[src/rtl/clkbank_pkg.sv]
// Shared types for the clock divider bank.
// Assumes nothing beyond IEEE 1800-2017 packages.
package clkbank_pkg;
    typedef enum logic {
        SYNC_LEVEL     = 1'b0,
        SYNC_QUALIFIED = 1'b1
    } sync_mode_e;
endpackage

[src/rtl/clkbank_sync.sv]
// Sync request front end: two-flop synchronizer, polarity select, release
// edge detection and arming of a single qualified restart.
// Assumes the polarity and mode inputs change only during reset.
module clkbank_sync
    import clkbank_pkg::*;
(
    input  logic clk,
    input  logic rst_n,
    input  logic sync_pin,
    input  logic inv,
    input  logic qual_en,
    input  logic q_fall,
    output logic mute,
    output logic restart
);
    logic       s1, s2;
    logic       lvl_prev;
    logic       armed;
    logic       asserted;
    logic       released;
    sync_mode_e mode;

    // Bring the pin into the source domain, idle level out of reset.
    always_ff @(posedge clk) begin
        if (!rst_n) begin
            s1 <= inv;
            s2 <= inv;
        end else begin
            s1 <= sync_pin;
            s2 <= s1;
        end
    end

    // Decode mode, asserted level and the release edge.
    always_comb begin
        mode     = qual_en ? SYNC_QUALIFIED : SYNC_LEVEL;
        asserted = s2 ^ inv;
        released = lvl_prev && !asserted;
        mute     = (mode == SYNC_LEVEL) && asserted;
        restart  = (mode == SYNC_QUALIFIED) && armed && q_fall;
    end

    // Remember the previous level and hold one pending qualified restart.
    always_ff @(posedge clk) begin
        if (!rst_n) begin
            lvl_prev <= 1'b0;
            armed    <= 1'b0;
        end else begin
            lvl_prev <= asserted;
            if (mode != SYNC_QUALIFIED) armed <= 1'b0;
            else if (released)          armed <= 1'b1;
            else if (restart)           armed <= 1'b0;
        end
    end

    assert_sync_stage_R9: assert property (@(posedge clk) disable iff (!rst_n)
        $past(rst_n) |-> (s2 == $past(s1)));
    assert_release_arms_R5: assert property (@(posedge clk) disable iff (!rst_n)
        (qual_en && released) |=> armed);
    assert_single_event_R5: assert property (@(posedge clk) disable iff (!rst_n)
        (restart && !released) |=> !armed);
endmodule

[src/rtl/clkbank_chan.sv]
// One divider channel: phase counter, restart delay counter and output
// gating. Assumes div and dly are static outside reset. Div 0 or 1 bypasses.
module clkbank_chan #(
    parameter int DIV_W = 8,
    parameter int DLY_W = 6
) (
    input  logic             clk,
    input  logic             rst_n,
    input  logic [DIV_W-1:0] div,
    input  logic [DLY_W-1:0] dly,
    input  logic             part,
    input  logic             mute,
    input  logic             restart,
    output logic             clk_o,
    output logic             fall_next
);
    logic [DIV_W-1:0] cnt;
    logic [DLY_W-1:0] dcnt;
    logic [DIV_W-1:0] half;
    logic             bypass;
    logic             reload;
    logic             running;

    // Derive the high-phase length and the restart conditions.
    always_comb begin
        half    = div >> 1;
        bypass  = (div <= {{(DIV_W-1){1'b0}}, 1'b1});
        reload  = part && (mute || restart);
        running = (dcnt == '0) && !(part && mute);
    end

    // Advance the phase counter, or wait out the restart delay.
    always_ff @(posedge clk) begin
        if (!rst_n) begin
            cnt  <= '0;
            dcnt <= '0;
        end else if (reload) begin
            cnt  <= '0;
            dcnt <= dly;
        end else if (dcnt != '0) begin
            dcnt <= dcnt - 1'b1;
        end else if (bypass || cnt >= div - 1'b1) begin
            cnt <= '0;
        end else begin
            cnt <= cnt + 1'b1;
        end
    end

    // Form the output and flag a high-to-low transition at the next edge.
    always_comb begin
        clk_o     = running && (bypass ? clk : (cnt < half));
        fall_next = (dcnt == '0) && (bypass || cnt == half - 1'b1);
    end

    assert_reload_phase_R3: assert property (@(posedge clk) disable iff (!rst_n)
        reload |=> (cnt == '0 && dcnt == $past(dly)));
    assert_delay_step_R7: assert property (@(posedge clk) disable iff (!rst_n)
        (!reload && dcnt != '0) |=> (dcnt == $past(dcnt) - 1'b1));
    assert_nosync_runs_R4: assert property (@(posedge clk) disable iff (!rst_n)
        (!part && dcnt == '0 && !bypass) |=> (cnt != $past(cnt)));
endmodule

[src/rtl/clkdiv_sync_bank.sv]
// Top of the divider bank: one sync front end shared by N_OUT channels.
// Assumes all cfg_* inputs are changed only while rst_n is low and that
// the qualifier output has its opt-out bit set.
module clkdiv_sync_bank #(
    parameter int N_OUT = 4,
    parameter int DIV_W = 8,
    parameter int DLY_W = 6,
    parameter int SEL_W = (N_OUT > 1) ? $clog2(N_OUT) : 1
) (
    input  logic                   clk,
    input  logic                   rst_n,
    input  logic                   sync_pin,
    input  logic [N_OUT*DIV_W-1:0] cfg_div,
    input  logic                   cfg_sync_inv,
    input  logic                   cfg_qual_en,
    input  logic [SEL_W-1:0]       cfg_qual_sel,
    input  logic [N_OUT-1:0]       cfg_nosync,
    input  logic [N_OUT*DLY_W-1:0] cfg_dly,
    output logic [N_OUT-1:0]       clk_out
);
    logic [N_OUT-1:0] chan_fall;
    logic             q_fall;
    logic             mute;
    logic             restart;

    // Pick the qualifier's falling-edge flag.
    always_comb q_fall = chan_fall[cfg_qual_sel];

    clkbank_sync u_sync (
        .clk      (clk),
        .rst_n    (rst_n),
        .sync_pin (sync_pin),
        .inv      (cfg_sync_inv),
        .qual_en  (cfg_qual_en),
        .q_fall   (q_fall),
        .mute     (mute),
        .restart  (restart)
    );

    for (genvar i = 0; i < N_OUT; i++) begin : g_chan
        clkbank_chan #(.DIV_W(DIV_W), .DLY_W(DLY_W)) u_chan (
            .clk       (clk),
            .rst_n     (rst_n),
            .div       (cfg_div[i*DIV_W +: DIV_W]),
            .dly       (cfg_dly[i*DLY_W +: DLY_W]),
            .part      (!cfg_nosync[i]),
            .mute      (mute),
            .restart   (restart),
            .clk_o     (clk_out[i]),
            .fall_next (chan_fall[i])
        );
    end

    assert_no_mute_on_restart_R6: assert property (@(posedge clk) disable iff (!rst_n)
        restart |-> !mute);
endmodule

[config.mk]
export PLATFORM = sky130hd
export DESIGN_NAME = clkdiv_sync_bank
export DESIGN_NICKNAME = d
export VERILOG_FILES = /design/src/rtl/clkbank_pkg.sv /design/src/rtl/clkbank_sync.sv /design/src/rtl/clkbank_chan.sv /design/src/rtl/clkdiv_sync_bank.sv
export SDC_FILE = /design/constraint.sdc
export NUM_CORES = 1
export LEC_CHECK = 0
export BUFFER_PORTS_ARGS = -buffer_cell sky130_fd_sc_hd__buf_2
export CORE_ASPECT_RATIO = 1.4
export CORE_MARGIN = 2
export CORE_UTILIZATION = 35
export CTS_CLUSTER_DIAMETER = 100
export DETAILED_ROUTE_END_ITERATION = 10
export PLACE_DENSITY = 0.59
export SETUP_SLACK_MARGIN = 0.4
export SLEW_MARGIN = 10
export SYNTH_ARGS = -nofsm -noshare
export SYNTH_HDL_FRONTEND = slang
export SYNTH_SLANG_ARGS = --single-unit
[constraint.sdc]
create_clock -name clk -period 7.4 [get_ports clk]
set_clock_uncertainty 0.2 [all_clocks]
set_input_delay 1.48 -clock clk [delete_from_list [all_inputs] [get_ports clk]]
set_output_delay 1.48 -clock clk [all_outputs]
set_load 0.03 [all_outputs]
==> impl_metrics.ini <==
[worst_setup_path]
crit_chain = clkbuf_16 > clkbuf_16 > nor2_1 > a211oi_1 > buf_2
crit_type = clock port to output port
cp_max_fo = 3
cp_top_family = buffers and inverters
critPathRequiredTime_ps = 5720
critical_path.most_common_cell = clkbuf_16
worstSetupEndpointType = output port
slowest_delay_ps = 220
crit_slowest_cell = buf_2
cp.buffers_inverters = 3
critPathLaunchType = clock port
worstPathArrival_ps = 4370

[logic_synthesis]
synth-xor-area-share_pct = 14.83
synth_area_leaders = dfxtp_1, ha_1, xnor2_1
synth_cell_types = 62
yosys_register_bits = 60
synthAdderAreaFrac_pct = 17.98
yosysTopAreaCellShare_pct = 20.55
ys_async_sr_fraction_pct = 0
ys.flop_type = dfxtp_1
yosys.area.top_type = dfxtp_1
syn_area_um2 = 5846
yosys.area_share.simple_pct = 25.56
synth_top_family_by_area = simple AND/OR/NAND/NOR gates
synth_edf_count = 0
syn-num-nets = 880
synth_cells = 729
syn_avg_cell_area_um2 = 8.019
yosysWarnings = 0
synth_mux_area_share_pct = 0
synth_compound_area_share_pct = 15.33
yosysSeqAreaShare_pct = 20.55

[clocking]
clock_latency_ps = 440
path_clk_slew_ps = 50
holdBufCountCts = 0
post_cts_buffers = 0
cts_tree = done
post_cts_resized = 0

[route]
vias = 5149
drt_first_pass_iters = 7
drc = 4
wl_um = 14230
final_antenna_net_count = 0
initialDrtViolationCount = 188
vias_per_cell = 5.196
post_drt_wl_per_cell_um = 14.36

[pwr]
p_leak_nw = 3.015
ir_worst_vdd_uv = 115.1
finalPower_w = 0.001762
p_per_area_nw_per_um2 = 262.9

[floorplanning]
core_area_um2 = 16240
boundaryPins = 71
die_area_um2 = 17770
rows = 55
die_y_um = 156.9
start_util_pct = 35.99
die_w_um = 113.2

[timing]
relSlewSlack_pct = 42.48
tightestPinTransition_ps = 862.8
hold_viol = 0
tns_ps = 0
rsz0062_at_grt = no
finalMaxSlewViolations = 0
finalSetupViolCount = 0

[grt]
grt_antenna_before_repair = 0
grt_overflow = 0
grt_pass1_vias = 5022
grt_usage_pct = 16.60
grt_pass1_wl_um = 23810
grt_max_degree = 46

[final_layout]
num_antenna_cells = 0
final_nets = 939
fin_area_um2 = 6703
syn2layout_area_growth_pct = 14.66
drive_gt1_share_pct = 15.40

[min_path]
hp-class = flip-flop to flip-flop

[status]
outcome = finished, violations left
violations = design-rule violations

[job]
drv_cap = 0

[placed_design]
io_buffers = 70
gp_congestion = 0.8619
dp_hpwl_um = 11110
place_area_um2 = 6307
==> sequential cells by signal, summed over array words and instances, names as in the netlist <==
signal and cells:
u_sync.s1 1, u_sync.lvl_prev 1, g_chan.u_chan.cnt 32, u_sync.s2 1, u_sync.armed 1, g_chan.u_chan.dcnt 24
==> worst register-to-register path, stage by stage, from the launching register on <==
cell	delay [ps]
dfxtp_1	320
inv_1	60
ha_1	170
or3b_4	400
or3_1	450
or4_4	540
o41ai_2	300
o31ai_1	140
a31oi_4	260
and2b_4	330
a211o_2	220
nor2_1	60
==> layer usage <==
layer	up-vias	wire, um	share of wire (%)	track usage (%)
li1	2686	-	-	-
met1	2355	6311	44	19.57
met2	83	7065	50	29.03
met3	25	472	3.3	2.926
met4	0	383	2.7	7.956
met5	-	0	0	0
==> kinds of logic after synthesis <==
| logic type | after synthesis |
|---|---|
| compound gates | 131 |
| fa+ha+maj | 84 |
| flops | 60 |
| simple gates | 279 |
| xor+xnor | 99 |
| buf+inv | 76 |
==> cell type report <==
class | count | area [um2]
timing repair buffer | 69 | 352.8
fill | 1697 | 9538
multi-input combinational | 593 | 4308
inverter | 47 | 176.4
tap | 199 | 249.0
sequential | 60 | 1201
clock buffer | 21 | 380.4
clock inverter | 2 | 35.03
==> per-stage QoR <==
stage / hold WS, ps / setup slack [ps] / utilization, % / std cells
2_1_floorplan: 203.2 / 1711 / - / 729
3_3_place_gp: 208.2 / 1692 / 38.84 / 972
3_5_place_dp: 216.6 / 1692 / 38.84 / 972
4_1_cts: 237.8 / 1332 / 41.27 / 991
5_1_grt: 261.3 / 1329 / 41.27 / 991
6_report: 233.8 / 1353 / 41.27 / 991
==> Yosys cell counts, types with 9 or more instances <==
library cell  number
nor2_1            52
nand3_1           39
nand2_1           55
a21oi_1           27
o31ai_1           10
xor2_1            41
dfxtp_1           60
nor4_1             9
nor3_1            26
o21ai_0           27
clkbuf_1          16
a21o_1             9
nor2b_1           12
nand2b_1          15
ha_1              84
nand4_1           10
xnor2_1           58
inv_1             47
==> cell usage in the layout (no fill, tap or decap), types with 5 or more instances in the layout <==
cell type	synthesis	layout
ha_1	84	84
o21a_1	6	6
or4_1	6	6
o41ai_1	5	5
o21ai_1	7	7
xnor2_1	58	58
inv_1	47	47
or3_1	7	7
nor2b_1	12	12
xor2_1	41	41
dfxtp_1	60	60
a211oi_1	5	5
a21oi_1	27	27
nor3b_1	7	7
or2_2	5	5
o211ai_1	5	5
nand2_1	55	55
nor3_1	26	26
nor2_1	52	52
and3_1	7	7
a21o_1	9	9
o21ai_0	27	27
buf_2	5	70
nand2b_1	15	15
nand4_1	10	10
clkbuf_16	0	13
nor4_1	9	9
o31ai_1	10	10
nand3_1	39	39
==> path summary, 6_finish.rpt <==
kind,from,end,slack (ps),depth (start not counted)
worst max-delay path,clk,clk_out[3],1350,5
worst min-delay path,u_sync.s1$_DFF_P_,u_sync.s2$_DFF_P_,230,2
worst max register to register,g_chan[1].u_chan.dcnt[0]$_SDFFE_PN0P_,g_chan[0].u_chan.cnt[2]$_SDFFE_PP0N_,3830,11
worst min register to register,u_sync.s1$_DFF_P_,u_sync.s2$_DFF_P_,230,2
==> report_power, final <==
group          switching (W)  internal (W)
Clock               0.000214      0.000385
Sequential         0.0000768      0.000398
Combinational       0.000366      0.000323
(Power assumes the default switching activity.)
